## src/rtl/phdet_pkg.sv

```systemverilog
package phdet_pkg;
  typedef enum logic {
    DET_XOR  = 1'b0,
    DET_EDGE = 1'b1
  } det_sel_e;

  localparam int NUM_CH = 2;
  localparam int CH_REF = 0;
  localparam int CH_FB  = 1;
endpackage

```

## src/rtl/phdet_sync.sv

```systemverilog
module phdet_sync #(
  parameter int STAGES = 2
) (
  input  logic clk,
  input  logic rst,
  input  logic din,
  output logic dout
);
  logic [STAGES-1:0] chain_q;

  always_ff @(posedge clk) begin
    if (rst) chain_q <= '0;
    else     chain_q <= {chain_q[STAGES-2:0], din};
  end

  assign dout = chain_q[STAGES-1];
endmodule

```

## src/rtl/phdet_rise.sv

```systemverilog
module phdet_rise (
  input  logic clk,
  input  logic rst,
  input  logic din,
  output logic rise
);
  logic prev_q;

  always_ff @(posedge clk) begin
    if (rst) prev_q <= 1'b0;
    else     prev_q <= din;
  end

  assign rise = din & ~prev_q;
endmodule

```

## src/rtl/phdet_srcore.sv

```systemverilog
module phdet_srcore (
  input  logic clk,
  input  logic rst,
  input  logic set_i,
  input  logic clr_i,
  output logic q_next,
  output logic q
);
  always_comb begin
    q_next = q;
    if (set_i && !clr_i)      q_next = 1'b1;
    else if (clr_i && !set_i) q_next = 1'b0;
  end

  always_ff @(posedge clk) begin
    if (rst) q <= 1'b0;
    else     q <= q_next;
  end
endmodule

```

## src/rtl/phase_det_dual.sv

```systemverilog
module phase_det_dual
  import phdet_pkg::*;
#(
  parameter int SYNC_STAGES = 2
) (
  input  logic clk,
  input  logic rst,
  input  logic ref_in,
  input  logic fb_in,
  input  logic mode_sel,
  output logic xor_err,
  output logic edge_err,
  output logic phase_err
);
  logic [NUM_CH-1:0] raw_in;
  logic [NUM_CH-1:0] syn;
  logic [NUM_CH-1:0] rise;
  logic              xor_next;
  logic              edge_next;
  logic              xor_q;
  logic              sel_q;
  det_sel_e          sel;

  assign raw_in[CH_REF] = ref_in;
  assign raw_in[CH_FB]  = fb_in;
  assign sel            = det_sel_e'(mode_sel);

  for (genvar ch = 0; ch < NUM_CH; ch++) begin : g_ch
    phdet_sync #(.STAGES(SYNC_STAGES)) u_sync (
      .clk  (clk),
      .rst  (rst),
      .din  (raw_in[ch]),
      .dout (syn[ch])
    );
    phdet_rise u_rise (
      .clk  (clk),
      .rst  (rst),
      .din  (syn[ch]),
      .rise (rise[ch])
    );
  end

  assign xor_next = syn[CH_REF] ^ syn[CH_FB];

  phdet_srcore u_sr (
    .clk    (clk),
    .rst    (rst),
    .set_i  (rise[CH_REF]),
    .clr_i  (rise[CH_FB]),
    .q_next (edge_next),
    .q      (edge_err)
  );

  always_ff @(posedge clk) begin
    if (rst) begin
      xor_q <= 1'b0;
      sel_q <= 1'b0;
    end else begin
      xor_q <= xor_next;
      sel_q <= (sel == DET_EDGE) ? edge_next : xor_next;
    end
  end

  assign xor_err   = xor_q;
  assign phase_err = sel_q;
endmodule

```

## config.mk

```make
export PLATFORM = sky130hd
export DESIGN_NAME = phase_det_dual
export DESIGN_NICKNAME = d
export VERILOG_FILES = /design/src/rtl/phdet_pkg.sv /design/src/rtl/phdet_sync.sv /design/src/rtl/phdet_rise.sv /design/src/rtl/phdet_srcore.sv /design/src/rtl/phase_det_dual.sv
export SDC_FILE = /design/constraint.sdc
export NUM_CORES = 1
export LEC_CHECK = 0
export BUFFER_PORTS_ARGS = -buffer_cell sky130_fd_sc_hd__clkbuf_2
export CAP_MARGIN = 20
export CORE_AREA = 2 2 39 41
export DETAILED_ROUTE_END_ITERATION = 8
export DIE_AREA = 0 0 41 43
export HOLD_SLACK_MARGIN = 0.02
export SLEW_MARGIN = 25
export SYNTH_ARGS = -nofsm -noshare
export SYNTH_HDL_FRONTEND = slang
export SYNTH_SLANG_ARGS = --single-unit
export TNS_END_PERCENT = 5
```

## constraint.sdc

```tcl
create_clock -name clk -period 2.4 [get_ports clk]
set_input_delay 0.12 -clock clk [delete_from_list [all_inputs] [get_ports clk]]
set_output_delay 0.12 -clock clk [all_outputs]
set_load 0.05 [all_outputs]
```

==> reports/qor.yml, run 1 <==
layout:
  multiInputGateArea_um2: 96.3
  final_nets: 42
  seqCellArea_um2: 180
  fillers: 157
  area_delta_synth_final_pct: 29.0
  postLayoutCoreUtil_pct: 26.1
  n_antenna_cell: 0
  drive_above_1_share_pct: 30.6
timing:
  drv_slew: 0
  period_minus_slack_ns: 1.03
  rsz0062_at_grt: "no"
  max_slew_margin_pct: 81.7
  fin_skew_ns: 0.000591
  fmax_mhz: 969
  worst_pin_slew_ns: 0.276
  hold_viol: 0
  hold_slack_ns: 0.0723
  period_share_pct: 43.0
  setup_viol: 0
  fin_ws_ns: 1.37
  setup_tns_ns: 0
worst_setup_path:
  critPathSlowestCell: "dfxtp_1"
  cp.required_ns: 2.28
  r2r_start: "g_ch[0].u_sync.chain_q[1]$_SDFF_PP0_"
  crit_family: "flip-flops"
  critPathMaxFanout: 4
  cp_cell_sequence: "clkbuf_2"
  startpoint_type: "flop"
  critPathBufInv: 1
  critical_path_arrival_ns: 0.91
  worstSetupPathType: "reg -> out"
  cp_slowest_stage_delay_ns: 0.37
  end_kind: "output port"
  setup.worst_path.start: "u_sr.q$_SDFF_PP0_"
clocking:
  cts_sinks: 9
  htree_levels: 1
  post_cts_buffers: 0
  path_clk_slew_ns: 0.06
  clk_latency_ns: 0.25
  cts_buffers: 3
  cts_resized: 0
  cts_hold_buf: 0
  cts_tree: "yes"
  clockRootBuffer: "clkbuf_4"
  cts_buffer_depth: 2
floorplanning:
  coreArea_mm2: 0.00138
  io_pins: 8
  fp.dieH_um: 43
  die_x_um: 41
  die_area_mm2: 0.00176
  std_cell_rows: 14
  initial_core_util_pct: 20.3
drt:
  first_pass_iters: 2
  ant_nets: 0
  route.detailed.drc: 0
  drtIter0Drc: 6
  drt_wl_total_um: 354
  route.vias.total: 194
  vias_per_cell: 3.73
  wl_per_cell_um: 6.81
synth:
  synth_top_area_cell: "dfxtp_1"
  ys_types: 10
  ys_seq_area_share_pct: 64.3
  yosysWarnings: 0
  ys_top_cells_by_area: "dfxtp_1 64%, nor2b_1 16%, a221oi_2 5.4%, a21oi_1 3.6%, xnor2_1 3.1%"
  ys_seq_elements: 9
  synth_nets: 30
  synth_area_um2: 280
  syn_avg_cell_area_um2: 11.2
  yosysTopAreaCellShare_pct: 64.3
  synth_cells: 25
power:
  power.share.clock_pct: 37.9
  seqPwrFrac_pct: 52.9
  p_total_w: 0.000300
  p_sw_share_pct: 23.4
  switchingPower_w: 0.0000703
  peakVddDrop_mv: 0.335
  power_density_mw_per_mm2: 830
  p_comb_share_pct: 9.2
  cellInternalPower_w: 0.000230
  leakagePower_nw: 0.153
outcome:
  status: "complete, no violations"
global_route:
  grt_max_degree: 10
  grt.busiest_layer: "met3"
  antenna_found_initial: 0
  use_met2_pct: 6.25
  use_met1_pct: 5.86
  use_met3_pct: 6.28
  grt_pass1_vias: 164
  grtUsageTotal_pct: 5.95
  grt_overflow: 0
  grt_pass1_wl_um: 607
placement:
  place_ws_ns: 1.53
  place_congestion: 0.579
  numPortBuffers: 7
job:
  maxCapViolCount: 0
worst_hold_path:
  hold_class: "in -> reg"
  min-delay-start: "ref_in"
[synthesized netlist by cell type, drive strengths merged]
| library cell | number |
|---|---|
| dfxtp | 9 |
| nor2b | 7 |
| a21oi | 2 |
| a221oi | 1 |
| inv | 1 |
| nand2 | 1 |
| nand2b | 1 |
| nor2 | 1 |
| o21ai | 1 |
| xnor2 | 1 |
[sequential cells by signal, indices dropped and copies added (netlist names)]
name,cells
g_ch.u_sync.chain_q,4
g_ch.u_rise.prev_q,2
u_sr.q,1
phase_err,1
xor_err,1
[per-layer routing]
layer | routed length (um) | part of all wire, %
met4 | 0 | 0
met3 | 42 | 12
met1 | 175 | 49
met2 | 136 | 38
met5 | 0 | 0
[per-stage QoR]
step | instance area, um^2 | instances
floorplan | 280 | 25
global placement | 335 | 48
detailed placement | 335 | 48
CTS | 362 | 52
global route | 362 | 52
finish | 362 | 52
[logic make-up after synthesis]
family	Yosys count	share of synthesized area, %
simple gates	10	20.5
buf+inv	1	1.34
xor+xnor	1	3.13
flops	9	64.3
compound gates	4	10.7
[final cells by class]
type	instances	share of cell area, %
repair buffers	7	9.69
clock buffers	4	7.27
inverters	1	1.04
well taps	16	5.54
flip-flops and latches	9	49.8
multi-input cells	15	26.6
[power groups by stage]
stage	Combinational (W)	Sequential, W	Clock [W]
after CTS	0.0000280	0.000159	0.000120
after detailed placement	0.0000280	0.000162	0
after global placement	0.0000277	0.000162	0
after global routing	0.0000304	0.000160	0.000130
after floorplan	0.00000939	0.000172	0
final	0.0000277	0.000159	0.000114
[cell usage in the layout (no fill, tap or decap)]
cell / instances
dfxtp_1: 9
nor2b_1: 7
clkbuf_2: 7
clkbuf_4: 3
a21oi_1: 2
xnor2_1: 1
nor2_1: 1
inv_1: 1
nand2b_1: 1
o21ai_1: 1
a221oi_2: 1
nand2_1: 1
clkbuf_1: 1
[final timing paths]
kind | slack [ns] | cells past startpoint | end
max | 1.37 | 1 | edge_err
min | 0.07 | 2 | g_ch[0].u_sync.chain_q[0]$_SDFF_PP0_
max reg2reg | 1.52 | 3 | phase_err$_SDFF_PP0_
min reg2reg | 0.43 | 1 | g_ch[0].u_sync.chain_q[1]$_SDFF_PP0_
No activity file was read; power rests on OpenSTA's default activity.
==> run 2, diff against run 1 <==
clock period = 0.9 ns   (was 2.4 ns; I/O delays follow)
==> run 2 against run 1 <==
  * Sequential cell count unchanged
  * Utilization increased by 3.8 points
  * Critical path type is now reg -> reg
  * Sequential power grew to 2.7 times the previous value
  * Cell area increased by 15%
  * First-iteration DRC count shrank 67%
==> reports/qor.yml, run 2 (same netlist as run 1, synthesis figures left out) <==
clocking:
  clk_latency_ns: 0.26
  post_cts_buffers: 0
  clockRootBuffer: "clkbuf_4"
  path_clk_slew_ns: 0.06
  cts_sinks: 9
  htree_levels: 1
  cts_buffers: 3
  cts_tree: "yes"
  cts_buffer_depth: 2
global_route:
  grtUsageTotal_pct: 7.36
  antenna_found_initial: 0
  grt_overflow: 0
  grt_pass1_vias: 191
  grt_pass1_wl_um: 793
  grt_max_degree: 10
layout:
  drive_above_1_share_pct: 44.7
  seqCellArea_um2: 186
  top_register: "g_ch.u_sync.chain_q"
  area_delta_synth_final_pct: 47.8
  reg.largest.list: "g_ch.u_sync.chain_q: 4 flops, g_ch.u_rise.prev_q: 2 flops"
  final_cell_mix: "6 x nor2b_1, 6 x dfxtp_1, 5 x clkbuf_4, 4 x clkbuf_2"
  multiInputGateArea_um2: 115
  largest_register_ffs: 4
  fillers: 154
  postLayoutCoreUtil_pct: 29.9
  n_antenna_cell: 0
  design_area_um2: 414
  final_nets: 44
worst_setup_path:
  startpoint_type: "flop"
  worstSetupPathType: "reg -> reg"
  cp_cell_sequence: "xnor2_1 -> a221oi_2"
  r2r_slack_ns: 0.04
  cp.required_ns: 1.07
  critPathMaxFanout: 3
  crit_family: "flip-flops"
  critical_path_arrival_ns: 1.04
  cp_slowest_stage_delay_ns: 0.34
  critPathSlowestCell: "dfxtp_2"
  critPathBufInv: 0
  end_kind: "flop"
timing:
  period_share_pct: 96.0
  setup_tns_ns: 0
  setup_viol: 0
  worst_pin_slew_ns: 0.262
  period_minus_slack_ns: 0.864
  max_slew_margin_pct: 82.4
  hold_viol: 0
  fmax_mhz: 1160
  fin_ws_ns: 0.0356
  fin_skew_ns: 0.00516
  drv_slew: 0
  rsz0062_at_grt: "yes"
floorplanning:
  die_area_mm2: 0.00176
  std_cell_rows: 14
  io_pins: 8
  coreArea_mm2: 0.00138
  fp.dieH_um: 43
  die_x_um: 41
  initial_core_util_pct: 20.3
drt:
  ant_nets: 0
  first_pass_iters: 2
  wl_per_cell_um: 9.54
  vias_per_cell: 4.00
  drt_wl_total_um: 515
  drtIter0Drc: 2
  route.vias.total: 216
  route.detailed.drc: 0
power:
  p_total_w: 0.000828
  power_density_mw_per_mm2: 2000
  leakagePower_nw: 0.168
  peakVddDrop_mv: 0.679
placement:
  numPortBuffers: 7
  post_dp_cell_area_um2: 339
  place_ws_ns: 0.0355
  place_congestion: 0.619
outcome:
  status: "complete, no violations"
job:
  maxCapViolCount: 0
worst_hold_path:
  hold_class: "in -> reg"
-- run 2: path summary, 6_finish.rpt --
kind | cells after the start | start | endpoint
max | 2 | g_ch[1].u_sync.chain_q[1]$_SDFF_PP0_ | phase_err$_SDFF_PP0_
min | 2 | rst | u_sr.q$_SDFF_PP0_
max reg2reg | 2 | g_ch[1].u_sync.chain_q[1]$_SDFF_PP0_ | phase_err$_SDFF_PP0_
min reg2reg | 1 | g_ch[1].u_sync.chain_q[0]$_SDFF_PP0_ | g_ch[1].u_sync.chain_q[1]$_SDFF_PP0_
-- run 2: stage by stage --
stage,instances,hold WS [ns]
final,54,0.0671
after global routing,54,0.0745
after CTS,54,0.0609
after detailed placement,48,0.259
after global placement,48,0.253
after floorplan,25,0.104
-- run 2: final cells by class --
class | instances | share of cell area [%]
sequential | 9 | 45.0
clock buffer | 4 | 6.34
inverter | 1 | 0.906
tap | 16 | 4.83
timing repair buffer | 9 | 15.1
multi-input combinational | 15 | 27.8
-- run 2: power breakdown --
| group | leakage (nW) | internal, W | switching [W] |
|---|---|---|---|
| combinational | 0.0775 | 0.0000395 | 0.0000520 |
| clock | 0.0150 | 0.000171 | 0.000139 |
| sequential | 0.0755 | 0.000416 | 0.0000102 |
-- run 2: layer usage --
layer / wire length [um] / track usage, % / vias to the layer above
met1: 209 / 6.84 / 100
met3: 40 / 6.28 / 0
met2: 266 / 10.6 / 8
met5: 0 / 0 / -
li1: - / - / 108
met4: 0 / 4.00 / 0
-- run 2: repair_timing --
action,in CTS,in global routing
hold buffers,2,0
endpoints found under the setup margin,2,5
resized for setup,2,10
endpoints found under the hold margin,2,0
==> run 3, diff against run 2 <==
==> constraint.sdc (replaced) <==
create_clock -name clk -period 0.9 [get_ports clk]
set_input_delay 0.09 -clock clk [delete_from_list [all_inputs] [get_ports clk]]
set_output_delay 0.09 -clock clk [all_outputs]
set_load 0.05 [all_outputs]
==> run 3 against run 2 <==
  * Fmax down 0.62%
  * Worst hold slack worse by 0.026 ns
  * Clock skew barely moved
  * Highest routed layer unchanged
==> reports/qor.yml, run 3 (same netlist as run 1, synthesis figures left out) <==
power:
  p_total_w: 0.000826
  p_sw_share_pct: 24.4
  p_comb_share_pct: 10.7
  power.share.clock_pct: 37.5
  switchingPower_w: 0.000201
  leakagePower_nw: 0.163
  power_density_mw_per_mm2: 2060
  seqPwrFrac_pct: 51.7
  cellInternalPower_w: 0.000625
  peakVddDrop_mv: 0.662
worst_setup_path:
  setup.worst_path.start: "u_sr.q$_SDFF_PP0_"
  startpoint_type: "flop"
  cp_cell_sequence: "buf_8"
  end_kind: "output port"
  worstSetupPathType: "reg -> out"
  critPathMaxFanout: 4
  cp.required_ns: 0.81
  critPathBufInv: 1
  critical_path_arrival_ns: 0.78
  critPathSlowestCell: "dfxtp_4"
  r2r_start: "g_ch[1].u_sync.chain_q[1]$_SDFF_PP0_"
  cp_slowest_stage_delay_ns: 0.38
  crit_family: "flip-flops"
floorplanning:
  io_pins: 8
  initial_core_util_pct: 20.3
  std_cell_rows: 14
  die_area_mm2: 0.00176
  coreArea_mm2: 0.00138
  fp.dieH_um: 43
  die_x_um: 41
clocking:
  cts_buffers: 3
  clockRootBuffer: "clkbuf_4"
  clk_latency_ns: 0.26
  path_clk_slew_ns: 0.06
  cts_sinks: 9
  cts_buffer_depth: 2
  htree_levels: 1
  cts_tree: "yes"
  post_cts_buffers: 0
timing:
  drv_slew: 0
  fin_skew_ns: 0.00512
  hold_viol: 0
  fmax_mhz: 1150
  setup_viol: 0
  fin_ws_ns: 0.0302
  period_minus_slack_ns: 0.870
  max_slew_margin_pct: 82.4
  setup_tns_ns: 0
  period_share_pct: 96.6
  worst_pin_slew_ns: 0.262
  rsz0062_at_grt: "yes"
global_route:
  grt_pass1_vias: 191
  use_met1_pct: 6.84
  grt_pass1_wl_um: 793
  grt_overflow: 0
  grt_max_degree: 10
  grt.busiest_layer: "met2"
  use_met2_pct: 10.6
  grtUsageTotal_pct: 7.36
  antenna_found_initial: 0
  use_met3_pct: 6.28
drt:
  ant_nets: 0
  route.vias.total: 211
  drt_wl_total_um: 501
  route.detailed.drc: 0
  first_pass_iters: 2
  drtIter0Drc: 2
  vias_per_cell: 4.06
  wl_per_cell_um: 9.63
placement:
  place_congestion: 0.619
  numPortBuffers: 7
  place_ws_ns: 0.0355
  post_dp_cell_area_um2: 339
worst_hold_path:
  hold_class: "in -> reg"
  min-delay-start: "ref_in"
layout:
  drive_above_1_share_pct: 47.2
  largest_register_ffs: 4
  n_antenna_cell: 0
  area_delta_synth_final_pct: 43.3
  final_nets: 42
  postLayoutCoreUtil_pct: 29.0
  reg.largest.list: "g_ch.u_sync.chain_q: 4 flops, g_ch.u_rise.prev_q: 2 flops"
  top_register: "g_ch.u_sync.chain_q"
  design_area_um2: 402
  final_cell_mix: "6 x nor2b_1, 6 x dfxtp_1, 4 x clkbuf_2, 3 x clkbuf_4"
  fillers: 155
outcome:
  status: "complete, no violations"
job:
  maxCapViolCount: 0
-- run 3: path summary, 6_finish.rpt --
kind | end | depth (start not counted) | slack, ns
max | edge_err | 1 | 0.03
min | g_ch[0].u_sync.chain_q[0]$_SDFF_PP0_ | 2 | 0.04
min reg2reg | g_ch[1].u_sync.chain_q[1]$_SDFF_PP0_ | 1 | 0.44
max reg2reg | phase_err$_SDFF_PP0_ | 2 | 0.04
-- run 3: power groups by stage --
stage | logic [W] | clock network [W] | registers (W)
after global placement | 0.0000741 | 0 | 0.000431
after floorplan | 0.0000250 | 0 | 0.000458
final | 0.0000885 | 0.000310 | 0.000427
after global routing | 0.0000964 | 0.000351 | 0.000429
after CTS | 0.0000831 | 0.000324 | 0.000424
after detailed placement | 0.0000751 | 0 | 0.000432
-- run 3: what timing repair did --
action	CTS	global route
setup endpoints to repair	4	5
gates cloned	0	0
resized for setup	5	8
hold buffers	0	0
-- run 3: per-stage QoR --
| step | std cells | hold WS, ns |
|---|---|---|
| 2_1_floorplan | 25 | 0.149 |
| 3_3_place_gp | 48 | 0.298 |
| 3_5_place_dp | 48 | 0.304 |
| 4_1_cts | 52 | 0.0327 |
| 5_1_grt | 52 | 0.0401 |
| 6_report | 52 | 0.0412 |
-- run 3: metal layers --
| layer | vias up | share of wire (%) |
|---|---|---|
| met5 | - | 0 |
| met4 | 0 | 0 |
| met3 | 0 | 8.0 |
| met2 | 8 | 52 |
| met1 | 100 | 39 |
| li1 | 103 | - |
-- run 3: cell type report --
class,instances,area (um^2),area share (%)
Sequential cell,9,186,46.4
Multi-Input combinational cell,15,115,28.7
Tap cell,16,20.0,4.98
Inverter,1,3.75,0.935
Clock buffer,4,26.3,6.54
Timing Repair Buffer,7,50.0,12.5
